## src/rtl/irq_pkg.sv

```systemverilog
package irq_pkg;
  // Isolate the lowest set bit: index 0 has the highest priority.
  function automatic logic [31:0] lowest_one(input logic [31:0] mask);
    return mask & (~mask + 32'd1);
  endfunction

  // Vector address of source idx.
  function automatic int unsigned vec_addr(input int unsigned idx,
                                           input int unsigned base,
                                           input int unsigned step);
    return base + step * idx;
  endfunction
endpackage

```

## src/rtl/irq_flag_cell.sv

```systemverilog
module irq_flag_cell (
  input  logic clk,
  input  logic rst_n,
  input  logic set_req,
  input  logic clr_ack,
  input  logic wr_en,
  input  logic wr_val,
  output logic flag
);
  // Set beats acknowledge-clear, which beats a software write.
  always_ff @(posedge clk or negedge rst_n) begin
    if (!rst_n)       flag <= 1'b0;
    else if (set_req) flag <= 1'b1;
    else if (clr_ack) flag <= 1'b0;
    else if (wr_en)   flag <= wr_val;
  end
endmodule

```

## src/rtl/irq_enable_reg.sv

```systemverilog
module irq_enable_reg #(
  parameter int NSRC = 3
) (
  input  logic            clk,
  input  logic            rst_n,
  input  logic            wr_en,
  input  logic            wr_gie,
  input  logic [NSRC-1:0] wr_en_bits,
  input  logic            ack_fire,
  output logic            gie,
  output logic [NSRC-1:0] src_en
);
  always_ff @(posedge clk or negedge rst_n) begin
    if (!rst_n)        gie <= 1'b0;
    else if (ack_fire) gie <= 1'b0;
    else if (wr_en)    gie <= wr_gie;
  end

  always_ff @(posedge clk or negedge rst_n) begin
    if (!rst_n)     src_en <= '0;
    else if (wr_en) src_en <= wr_en_bits;
  end
endmodule

```

## src/rtl/irq_prio_sel.sv

```systemverilog
module irq_prio_sel #(
  parameter int NSRC     = 3,
  parameter int VEC_W    = 8,
  parameter int VEC_BASE = 4,
  parameter int VEC_STEP = 4
) (
  input  logic [NSRC-1:0]  pend,
  output logic [NSRC-1:0]  sel_oh,
  output logic [VEC_W-1:0] vector
);
  import irq_pkg::*;

  logic [31:0] iso;

  always_comb begin
    iso    = lowest_one(32'(pend));
    sel_oh = iso[NSRC-1:0];
    vector = '0;
    for (int i = 0; i < NSRC; i++) begin
      if (sel_oh[i])
        vector = VEC_W'(vec_addr(i, VEC_BASE, VEC_STEP));
    end
  end
endmodule

```

## src/rtl/irq_guard_ctrl.sv

```systemverilog
module irq_guard_ctrl #(
  parameter int NSRC     = 3,
  parameter int DATA_W   = 8,
  parameter int VEC_W    = 8,
  parameter int VEC_BASE = 4,
  parameter int VEC_STEP = 4
) (
  input  logic              clk,
  input  logic              rst_n,
  input  logic [NSRC-1:0]   src_req,
  input  logic              reg_we,
  input  logic [DATA_W-1:0] reg_wdata,
  output logic [DATA_W-1:0] reg_rdata,
  input  logic              stack_full,
  input  logic              irq_ack,
  output logic              irq_take,
  output logic [VEC_W-1:0]  irq_vector,
  output logic              wake
);
  localparam int EN_LSB   = 1;
  localparam int FLAG_LSB = EN_LSB + NSRC;

  logic            gie;
  logic [NSRC-1:0] src_en;
  logic [NSRC-1:0] flags;
  logic [NSRC-1:0] pend;
  logic [NSRC-1:0] sel_oh;
  logic            ack_fire;

  assign pend     = flags & src_en;
  assign wake     = |pend;
  assign irq_take = gie & wake & ~stack_full;
  assign ack_fire = irq_ack & irq_take;

  irq_enable_reg #(.NSRC(NSRC)) u_en (
    .clk        (clk),
    .rst_n      (rst_n),
    .wr_en      (reg_we),
    .wr_gie     (reg_wdata[0]),
    .wr_en_bits (reg_wdata[EN_LSB +: NSRC]),
    .ack_fire   (ack_fire),
    .gie        (gie),
    .src_en     (src_en)
  );

  for (genvar i = 0; i < NSRC; i++) begin : g_flag
    irq_flag_cell u_cell (
      .clk     (clk),
      .rst_n   (rst_n),
      .set_req (src_req[i]),
      .clr_ack (ack_fire & sel_oh[i]),
      .wr_en   (reg_we),
      .wr_val  (reg_wdata[FLAG_LSB + i]),
      .flag    (flags[i])
    );
  end

  irq_prio_sel #(
    .NSRC(NSRC), .VEC_W(VEC_W), .VEC_BASE(VEC_BASE), .VEC_STEP(VEC_STEP)
  ) u_prio (
    .pend   (pend),
    .sel_oh (sel_oh),
    .vector (irq_vector)
  );

  always_comb begin
    reg_rdata                      = '0;
    reg_rdata[0]                   = gie;
    reg_rdata[EN_LSB +: NSRC]      = src_en;
    reg_rdata[FLAG_LSB +: NSRC]    = flags;
  end
endmodule

```

## config.mk

```make
export PLATFORM = sky130hd
export DESIGN_NAME = irq_guard_ctrl
export DESIGN_NICKNAME = d
export VERILOG_FILES = /design/src/rtl/irq_pkg.sv /design/src/rtl/irq_flag_cell.sv /design/src/rtl/irq_enable_reg.sv /design/src/rtl/irq_prio_sel.sv /design/src/rtl/irq_guard_ctrl.sv
export SDC_FILE = /design/constraint.sdc
export NUM_CORES = 1
export LEC_CHECK = 0
export BUFFER_PORTS_ARGS = -buffer_cell sky130_fd_sc_hd__buf_2
export CAP_MARGIN = 0
export CELL_PAD_IN_SITES_DETAIL_PLACEMENT = 0
export CELL_PAD_IN_SITES_GLOBAL_PLACEMENT = 2
export CORE_MARGIN = 2
export CORE_UTILIZATION = 22
export CTS_BUF_LIST = sky130_fd_sc_hd__clkbuf_4 sky130_fd_sc_hd__clkbuf_8 sky130_fd_sc_hd__clkbuf_16
export CTS_CLUSTER_DIAMETER = 80
export DETAILED_ROUTE_END_ITERATION = 7
export PLACE_DENSITY = 0.92
export SYNTH_ARGS = -nofsm -noshare
export SYNTH_HDL_FRONTEND = slang
export SYNTH_SLANG_ARGS = --single-unit
```

## constraint.sdc

```tcl
create_clock -name clk -period 2.05 [get_ports clk]
set_clock_uncertainty 0.15 [all_clocks]
set_input_delay 0.1025 -clock clk [delete_from_list [all_inputs] [get_ports clk]]
set_output_delay 0.1025 -clock clk [all_outputs]
set_load 0.01 [all_outputs]
```

==> results of run 1 <==
[metal layers]
metal | up-vias | track usage | routed length [um]
li1 | 201 | - | -
met1 | 184 | 0.0889 | 407
met2 | 19 | 0.136 | 494
met3 | 0 | 0.0357 | 88
met4 | 0 | 0.0278 | 0
met5 | - | 0 | 0
[report_power, final]
| group | switching [mW] | internal, mW | total (mW) | leakage (nW) |
|---|---|---|---|---|
| clock | 0.0469 | 0.0872 | 0.134 | 0.0184 |
| sequential | 0.0103 | 0.151 | 0.162 | 0.0771 |
| combinational | 0.0599 | 0.0590 | 0.119 | 0.244 |
[path summary, 6_finish.rpt]
| path | start | end | slack, ps | cells after the start |
|---|---|---|---|---|
| max | u_en.src_en[1] | g_flag[1].u_cell.flag | 390 | 4 |
| min reg2reg | u_en.src_en[1] | u_en.src_en[1] | 390 | 1 |
| max reg2reg | u_en.src_en[1] | g_flag[1].u_cell.flag | 390 | 4 |
| min in group asynchronous | rst_n | u_en.src_en[2] | 70 | 2 |
| min | src_req[2] | g_flag[2].u_cell.flag | 10 | 3 |
| max in group asynchronous | rst_n | u_en.src_en[0] | 1520 | 2 |
[flip-flops by register name, summed over array words and instances, names as in the netlist]
name,flops
g_flag.u_cell.flag,3
u_en.src_en,3
u_en.gie,1
[per-stage QoR]
stage / setup slack (ps) / util / cells / hold slack [ps] / instance area (um^2)
6_report: 392 / 0.342 / 104 / 12.6 / 677
5_1_grt: 289 / 0.342 / 104 / 8.05 / 677
4_1_cts: 381 / 0.342 / 104 / 12.3 / 677
3_5_place_dp: 827 / 0.281 / 91 / -200 / 557
3_3_place_gp: 837 / 0.281 / 91 / -205 / 557
2_1_floorplan: 894 / - / 51 / -343 / 492
[cells in the mapped netlist]
master,instances,share of area
sky130_fd_sc_hd__buf_4,11,0.18
sky130_fd_sc_hd__dfrtp_1,7,0.37
sky130_fd_sc_hd__mux2_2,3,0.072
sky130_fd_sc_hd__mux2i_1,3,0.064
sky130_fd_sc_hd__nand2_1,3,0.024
sky130_fd_sc_hd__nor2_1,2,0.016
sky130_fd_sc_hd__o21bai_1,2,0.032
sky130_fd_sc_hd__a211oi_2,1,0.027
sky130_fd_sc_hd__a21boi_0,1,0.016
sky130_fd_sc_hd__a21oi_1,1,0.011
sky130_fd_sc_hd__a41oi_2,1,0.035
sky130_fd_sc_hd__and3b_1,1,0.019
sky130_fd_sc_hd__buf_6,1,0.024
sky130_fd_sc_hd__conb_1,1,0.0080
sky130_fd_sc_hd__inv_1,1,0.0080
sky130_fd_sc_hd__nand2_2,1,0.013
sky130_fd_sc_hd__nand3_1,1,0.011
sky130_fd_sc_hd__nand3_2,1,0.021
sky130_fd_sc_hd__nand3b_1,1,0.016
sky130_fd_sc_hd__nor2b_2,1,0.019
sky130_fd_sc_hd__nor3b_1,1,0.016
[cell families after synthesis]
logic type      count (synthesis)  synth area share
other cells                     1           0.00799
flops                           7             0.373
mux                             6             0.136
compound gates                  6             0.120
simple gates                   12             0.155
buf+inv                        13             0.208
[final cells by class]
| class | count | area [um^2] | area share |
|---|---|---|---|
| multi-input cells | 31 | 219 | 0.323 |
| repair buffers | 34 | 215 | 0.318 |
| flip-flops and latches | 7 | 175 | 0.259 |
| well taps | 27 | 33.8 | 0.0499 |
| clock buffers | 4 | 30.0 | 0.0444 |
| inverters | 1 | 3.75 | 0.00555 |
[what timing repair did]
| item | 4_1_cts | 5_1_grt |
|---|---|---|
| hold endpoints to repair | 13 | 0 |
| hold buffers | 9 | 0 |
| gates resized for setup | 0 | 0 |
[worst register-to-register path: cells and delay by family, from the launching register on]
family	cells	cell delay (ps)
AOI/OAI and AO/OA	1	90
buffers and inverters	1	550
DFF	1	360
and+or+nand+nor	2	390
==> flow_summary_export.csv, run 1 <==
group,metric,value,unit
outcome,status,"completed",
timing,max_freq,603,MHz
timing,hold_viol_final,0,
floorplan,floorplan.core_area,1980,um^2
global_route,grt_overflow,0,
yosys,seq_area_frac_synth,0.373,
drt,drc,0,
finish,area_growth_syn_to_layout,44.3,%
cts,clock_latency,240,ps
drt,drtIter0Drc,0,
timing,timing.setup.tns,0,ps
drt,ant_nets,0,
floorplan,number_of_placement_rows,16,
finish,fill_cells,205,
setup_path,timing.critical_path.fanout_max,5,
cts,clkTransAtPathRegs,50,ps
setup_path,worst_setup_path_start_kind,"flop",
cts,tritoncts,"yes",
pwr,static-leakage-power,0.340,nW
setup_path,required_time_worst_endpoint,2020,ps
floorplan,floorplan.die_area,2520,um^2
global_route,largest_net_degree_at_the_start_of_global_routing,9,
setup_path,cp-end-kind,"flop",
finish,layout_commonest_cell,"sky130_fd_sc_hd__buf_2",
setup_path,worst_ep_arrival_time,1630,ps
setup_path,critical-path-max-stage-delay,550,ps
timing,finalSetupViolCount,0,
cts,cts_made_buffers,3,
global_route,grt_antenna_before_repair,0,
setup_path,worst-path-buf-inv,1,
finish,drive_above_1_share,0.481,
yosys,count_of_mapped_cells_out_of_synthesis,45,
drt,route.detailed.wl_per_inst,9.52,um
setup_path,cp_cell_sequence,"nand2_1 > nor3b_1 > o21bai_1 > dlygate4sd3_1",
worst_hold_path,min-delay-path-class,"in2reg",
global_route,grt_pass1_vias,320,
finish,layout.cells.most_common_list,"sky130_fd_sc_hd__buf_2 (25), sky130_fd_sc_hd__dlygate4sd3_1 (9), sky130_fd_sc_hd__conb_1 (7), sky130_fd_sc_hd__dfrtp_1 (7), sky130_fd_sc_hd__clkbuf_4 (4)",
floorplan,chipHeight,50.2,um
setup_path,worst_setup_path_category,"reg2reg",
floorplan,horizontal_die_dimension,50.2,um
drt,finalWirelength,990,um
setup_path,critical-path-slowest-cell,"sky130_fd_sc_hd__dlygate4sd3_1",
drt,routed_via_count_divided_by_cell_count,3.88,
global_route,grt_pass1_wl,1460,um
finish,finalNetCount,94,
pwr,pwr_dens,613,nW/um^2
job,number_of_max_cap_violations,0,
floorplan,io_pins,34,
timing,final-max-slew-violation-count,0,
placement,portBuffers,25,
yosys,yosysWarnings,0,
setup_path,timing.critical_path.max_delay_family,"buffers and inverters",
yosys,synth_cell_type_count,21,
pwr,design_power_total,415,uW
drt,vias,404,
cts,cts_htree_levels,1,
cts,cts_root_buffer,"sky130_fd_sc_hd__clkbuf_4",
floorplan,floorplan.initialDensity,0.237,
placement,globalplace.congestion,0.649,
global_route,globalRouteTotalUtil,0.0805,
finish,n_antenna_cell,0,
cts,post-cts-setup-buffer-count,0,
yosys,post_synthesis_cell_area,469,um^2
cts,clockBufferDepth,2,
timing,timing.final.crit_share,0.809,
timing,finalWorstPathRequiredPeriod,1660,ps
pwr,worst_ir_drop_vdd,0.262,mV
cts,cts.sink_count,7,
yosys,synth.avg_cell_area,10.4,um^2
yosys,synthesized_flop_and_latch_total,7,
timing,setup_repair_after_global_routing_missed_its_margin,"no",
drt,total_iterations_of_the_first_detailed_routing_run,1,
(Power assumes the default switching activity.)
==> run 2, diff against run 1 <==
--- a/config.mk
+++ b/config.mk
@@ -10,11 +10,11 @@
 export CELL_PAD_IN_SITES_DETAIL_PLACEMENT = 0
 export CELL_PAD_IN_SITES_GLOBAL_PLACEMENT = 2
 export CORE_MARGIN = 2
-export CORE_UTILIZATION = 22
+export CORE_UTILIZATION = 18
 export CTS_BUF_LIST = sky130_fd_sc_hd__clkbuf_4 sky130_fd_sc_hd__clkbuf_8 sky130_fd_sc_hd__clkbuf_16
 export CTS_CLUSTER_DIAMETER = 80
 export DETAILED_ROUTE_END_ITERATION = 7
-export PLACE_DENSITY = 0.92
+export PLACE_DENSITY = 0.82
 export SYNTH_ARGS = -nofsm -noshare
 export SYNTH_HDL_FRONTEND = slang
 export SYNTH_SLANG_ARGS = --single-unit
==> constraint.sdc (replaced) <==
create_clock -name clk -period 1.5 [get_ports clk]
set_clock_uncertainty 0.15 [all_clocks]
set_input_delay 0.075 -clock clk [delete_from_list [all_inputs] [get_ports clk]]
set_output_delay 0.075 -clock clk [all_outputs]
set_load 0.01 [all_outputs]
==> run 2 against run 1 <==
Effect of this change:
- combinational power is 38% higher
- utilization fell by 6.3 points
- critical endpoint is now irq_take
- sequential share of layout area down 0.52 points
- flip-flop and latch count unchanged
==> flow_summary_export.csv, run 2 (same netlist as run 1, synthesis figures left out) <==
group,metric,value,unit
global_route,grt_overflow,0,
floorplan,number_of_placement_rows,18,
setup_path,critical-path-slowest-cell,"sky130_fd_sc_hd__dfrtp_1",
cts,post-cts-setup-buffer-count,0,
placement,globalplace.congestion,0.648,
floorplan,floorplan.initialDensity,0.189,
finish,layout.cells.most_common_list,"sky130_fd_sc_hd__buf_2 (25), sky130_fd_sc_hd__dlygate4sd3_1 (10), sky130_fd_sc_hd__conb_1 (7), sky130_fd_sc_hd__dfrtp_1 (7)",
outcome,status,"completed",
global_route,grt_pass1_wl,1550,um
timing,hold_ws,2.05,ps
setup_path,worst_setup_path_start_kind,"flop",
floorplan,horizontal_die_dimension,55.1,um
drt,routed_via_count_divided_by_cell_count,3.79,
timing,timing.setup.tns,0,ps
setup_path,cp-end-kind,"output port",
timing,timing.final.crit_share,0.939,
placement,numPlacedInstances,94,
job,number_of_max_cap_violations,0,
cts,cts_root_buffer,"sky130_fd_sc_hd__clkbuf_4",
setup_path,timing.critical_path.fanout_max,6,
global_route,largest_net_degree_at_the_start_of_global_routing,9,
timing,finalSetupViolCount,0,
timing,hold_viol_final,0,
timing,setup_repair_after_global_routing_missed_its_margin,"no",
drt,ant_nets,0,
cts,cts_made_buffers,3,
floorplan,chipHeight,55.1,um
placement,place.detailed.hpwl,864,um
global_route,grt_antenna_before_repair,0,
cts,cts_htree_levels,1,
drt,total_iterations_of_the_first_detailed_routing_run,2,
timing,finalWorstPathRequiredPeriod,1410,ps
drt,drtIter0Drc,3,
floorplan,floorplan.die_area,3030,um^2
finish,n_antenna_cell,0,
global_route,grt_pass1_vias,369,
pwr,static-leakage-power,0.347,nW
drt,finalWirelength,1040,um
timing,max_freq,710,MHz
global_route,globalRouteTotalUtil,0.0754,
floorplan,io_pins,34,
setup_path,worst_setup_path_category,"reg2out",
finish,layout_commonest_cell,"sky130_fd_sc_hd__buf_2",
finish,drive_above_1_share,0.487,
setup_path,worst_ep_arrival_time,1180,ps
cts,clkTransAtPathRegs,60,ps
finish,area_growth_syn_to_layout,47.2,%
pwr,pwr_dens,804,nW/um^2
finish,non_filler_instance_count_after_layout,108,
drt,drc,0,
floorplan,floorplan.core_area,2480,um^2
drt,route.detailed.wl_per_inst,9.60,um
worst_hold_path,holdPathStages,3,
setup_path,timing.reg2reg.worst_path_depth,3,
setup_path,required_time_worst_endpoint,1270,ps
cts,clock_latency,250,ps
cts,clockBufferDepth,2,
finish,reg.largest.list,"g_flag.u_cell.flag: 3 flops, u_en.src_en: 3 flops, u_en.gie: 1 flops",
timing,final-max-slew-violation-count,0,
worst_hold_path,min-delay-path-class,"in2reg",
placement,portBuffers,25,
cts,tritoncts,"yes",
finish,finalNetCount,95,
pwr,worst_ir_drop_vdd,0.246,mV
setup_path,critical-path-max-stage-delay,400,ps
pwr,design_power_total,555,uW
setup_path,cp_cell_sequence,"nand2_2 > nand3_2 > and3b_1 > buf_2",
drt,vias,409,
cts,cts.sink_count,7,
run 2: changes by cell type in the layout (fill, tap and decap cells not counted), sizes merged:
| cell | before | now |
|---|---|---|
| clkbuf | 4 | 3 |
| clkinv | 0 | 1 |
| dlygate4sd3 | 9 | 10 |
run 2: where the power goes:
part / internal (mW) / leakage (nW) / total [mW] / switching (mW)
combinational: 0.0819 / 0.252 / 0.164 / 0.0823
sequential: 0.206 / 0.0771 / 0.221 / 0.0147
clock: 0.0975 / 0.0177 / 0.170 / 0.0725
total: 0.386 / 0.347 / 0.555 / 0.169
run 2: through the flow:
step | utilization | worst slack (ps) | area (um^2)
floorplan | - | 371 | 492
global placement | 0.226 | 319 | 561
detailed placement | 0.226 | 302 | 561
CTS | 0.278 | 16.3 | 688
global route | 0.279 | 2.57 | 691
finish | 0.279 | 91.5 | 691
run 2: layout make-up:
type,instances,area (um^2)
multi-input combinational,31,221
clock buffer,3,22.5
sequential,7,175
fill,289,1790
tap,30,37.5
clock inverter,1,5.00
inverter,1,3.75
timing repair buffer,35,225
run 2: path summary, 6_finish.rpt:
| kind | start | endpoint | slack (ps) |
|---|---|---|---|
| setup / recovery | g_flag[0].u_cell.flag | irq_take | 90 |
| hold / removal | reg_wdata[6] | g_flag[2].u_cell.flag | 2 |
| setup reg to reg | g_flag[2].u_cell.flag | g_flag[2].u_cell.flag | 380 |
| hold reg to reg | u_en.src_en[1] | u_en.src_en[1] | 400 |
| max in group asynchronous | rst_n | u_en.src_en[2] | 1010 |
| min in group asynchronous | rst_n | g_flag[2].u_cell.flag | 40 |
run 2: per-layer routing:
metal	vias up	wire length, um	track usage
met1	187	438	0.0921
met5	-	0	0
met2	20	496	0.119
li1	202	-	-
met4	0	0	0.0366
met3	0	101	0.0242
run 2: critical path: cells and delay by family, from the launching register on:
kind / cells / cell delay [ps]
DFF: 1 / 400
buffers and inverters: 1 / 130
and+or+nand+nor: 3 / 410
run 2: repair_timing:
item / in CTS / in global routing
resized for setup: 0 / 1
endpoints found under the setup margin: 0 / 1
hold buffers: 10 / 0
hold endpoints to repair: 14 / 0
==> run 3, diff against run 2 <==
--- a/config.mk
+++ b/config.mk
@@ -10,11 +10,11 @@
 export CELL_PAD_IN_SITES_DETAIL_PLACEMENT = 0
 export CELL_PAD_IN_SITES_GLOBAL_PLACEMENT = 2
 export CORE_MARGIN = 2
-export CORE_UTILIZATION = 18
+export CORE_UTILIZATION = 20
 export CTS_BUF_LIST = sky130_fd_sc_hd__clkbuf_4 sky130_fd_sc_hd__clkbuf_8 sky130_fd_sc_hd__clkbuf_16
 export CTS_CLUSTER_DIAMETER = 80
 export DETAILED_ROUTE_END_ITERATION = 7
-export PLACE_DENSITY = 0.82
+export PLACE_DENSITY = 0.77
 export SYNTH_ARGS = -nofsm -noshare
 export SYNTH_HDL_FRONTEND = slang
 export SYNTH_SLANG_ARGS = --single-unit
==> constraint.sdc (replaced) <==
create_clock -name clk -period 1.3 [get_ports clk]
set_clock_uncertainty 0.15 [all_clocks]
set_input_delay 0.065 -clock clk [delete_from_list [all_inputs] [get_ports clk]]
set_output_delay 0.065 -clock clk [all_outputs]
set_load 0.01 [all_outputs]
==> run 3 against run 2 <==
Effect of this change:
- the run now ends with setup timing left
- critical endpoint unchanged
- worst setup slack worse by 120 ps
- die area fell by 9.3%
- via count increased by 11%
- clock power grew 24%
- register-to-register slack worse by 300 ps
- clock-buffer cell count increased by 1
- hold slack gained 26 ps
- cell area grew 14%
- utilization increased by 7.6 points
- largest cell class unchanged
==> flow_summary_export.csv, run 3 (same netlist as run 1, synthesis figures left out) <==
group,metric,value,unit
setup_path,worst_setup_path_start_kind,"flop",
setup_path,cp-end-kind,"output port",
floorplan,chipHeight,52.4,um
placement,globalplace.congestion,0.609,
pwr,net-switching-power,198,uW
floorplan,floorplan.initialDensity,0.212,
cts,cts_htree_levels,1,
drt,drtIter0Drc,1,
setup_path,worst_ep_arrival_time,1120,ps
drt,ant_nets,0,
global_route,grt_pass1_wl,1720,um
finish,layout_commonest_cell,"sky130_fd_sc_hd__buf_2",
global_route,largest_net_degree_at_the_start_of_global_routing,9,
timing,worst_slack,-31.3,ps
drt,routed_via_count_divided_by_cell_count,3.86,
finish,drive_above_1_share,0.556,
drt,finalWirelength,1140,um
setup_path,timing.critical_path.fanout_max,3,
floorplan,horizontal_die_dimension,52.4,um
floorplan,number_of_placement_rows,17,
finish,reg.largest.list,"g_flag.u_cell.flag: 3 flops, u_en.src_en: 3 flops, u_en.gie: 1 flops",
drt,drc,0,
pwr,clock_power_share,0.298,
setup_path,r2r-start,"g_flag[2].u_cell.flag",
pwr,worst_ir_drop_vdd,0.495,mV
pwr,design_power_total,708,uW
cts,cts_made_buffers,3,
placement,numPlacedInstances,92,
global_route,globalRouteTotalUtil,0.0865,
setup_path,timing.critical_path.max_delay_family,"flip-flops",
pwr,netSwitchingFraction,0.279,
setup_path,critical-path-slowest-cell,"sky130_fd_sc_hd__dfrtp_1",
global_route,grt_pass1_vias,434,
floorplan,floorplan.core_area,2210,um^2
finish,area_growth_syn_to_layout,67.5,%
setup_path,critPathCapture,"irq_take",
pwr,power.share.combinational,0.344,
timing,setup_repair_after_global_routing_missed_its_margin,"yes",
finish,n_antenna_cell,0,
placement,place.detailed.hpwl,826,um
setup_path,startpoint,"g_flag[0].u_cell.flag",
pwr,pwr_dens,901,nW/um^2
finish,final_design_area_no_fill,786,um^2
floorplan,floorplan.die_area,2750,um^2
timing,timing.final.crit_share,1.02,
timing,finalSetupViolCount,1,
cts,clock_latency,250,ps
pwr,static-leakage-power,0.403,nW
setup_path,worst-path-buf-inv,1,
timing,final-max-slew-violation-count,0,
setup_path,timing.critical_path.depth,4,
timing,finalWorstPathRequiredPeriod,1330,ps
finish,layout.cells.most_common_list,"sky130_fd_sc_hd__buf_2 (25), sky130_fd_sc_hd__dlygate4sd3_1 (11), sky130_fd_sc_hd__buf_4 (11)",
drt,route.detailed.wl_per_inst,9.64,um
finish,finalNetCount,107,
cts,cts.sink_count,7,
setup_path,critical-path-max-stage-delay,390,ps
floorplan,io_pins,34,
placement,portBuffers,25,
timing,max_freq,751,MHz
timing,hold_ws,27.6,ps
setup_path,required_time_worst_endpoint,1090,ps
placement,place_area,558,um^2
setup_path,worst_setup_path_category,"reg2out",
setup_path,r2r-end,"g_flag[2].u_cell.flag",
worst_hold_path,min-delay-path-class,"in2async",
outcome,violations,"setup timing",
cts,cts_root_buffer,"sky130_fd_sc_hd__clkbuf_4",
global_route,grt_antenna_before_repair,0,
drt,total_iterations_of_the_first_detailed_routing_run,2,
outcome,status,"finished with violations",
job,number_of_max_cap_violations,0,
finish,non_filler_instance_count_after_layout,118,
setup_path,cp_cell_sequence,"nand2_2 > nand3_2 > and3b_1 > buf_2",
cts,clockBufferDepth,2,
global_route,grt_overflow,0,
timing,hold_viol_final,0,
drt,vias,456,
pwr,sequentialPowerShare,0.358,
cts,clkTransAtPathRegs,50,ps
cts,tritoncts,"yes",
pwr,power_report.internal_total,511,uW
setup_path,r2r_slack,80,ps
setup_path,timing.reg2reg.worst_path_depth,4,
run 3: area by class of cell:
type / count / area (um^2)
Tap cell: 28 / 35.0
Inverter: 1 / 3.75
Timing Repair Buffer: 47 / 318
Sequential cell: 7 / 175
Multi-Input combinational cell: 31 / 224
Clock buffer: 4 / 30.0
Fill cell: 248 / 1430
run 3: worst min-delay path by stage:
stage	start	end	slack (ps)	cells after the start
6_report	rst_n	g_flag[2].u_cell.flag	30	2
2_1_floorplan	rst_n	g_flag[0].u_cell.flag	-380	0
4_1_cts	rst_n	g_flag[2].u_cell.flag	30	2
3_3_place_gp	rst_n	u_en.src_en[2]	-240	1
5_1_grt	rst_n	u_en.src_en[2]	40	2
3_5_place_dp	rst_n	u_en.src_en[1]	-240	1
run 3: per-layer routing:
metal  vias up  track usage  wire length, um
met3         0       0.0343              104
met4         0       0.0256                0
met2        20        0.158              569
li1        224            -                -
met5         -            0                0
met1       212       0.0893              463
run 3: timing repair:
| action | CTS | global route |
|---|---|---|
| resized for setup | 2 | 0 |
| hold endpoints to repair | 14 | 0 |
| setup buffers | 8 | 3 |
| endpoints found under the setup margin | 4 | 3 |
| hold buffers | 11 | 0 |
| pin swaps | 3 | 1 |
run 3: power by group through the flow:
stage / Sequential, mW / Clock [mW] / Combinational (mW)
floorplan: 0.261 / 0 / 0.125
global placement: 0.258 / 0 / 0.166
detailed placement: 0.260 / 0 / 0.169
CTS: 0.252 / 0.219 / 0.235
global route: 0.254 / 0.236 / 0.269
finish: 0.253 / 0.211 / 0.243
run 3: stage by stage:
stage                     setup WS, ps   util  TNS (ps)
final                            -31.3  0.355     -31.3
after global routing             -81.2  0.355      -121
after CTS                        -35.1  0.345     -35.1
after detailed placement           128  0.252         0
after global placement             131  0.252         0
after floorplan                    181      -         0
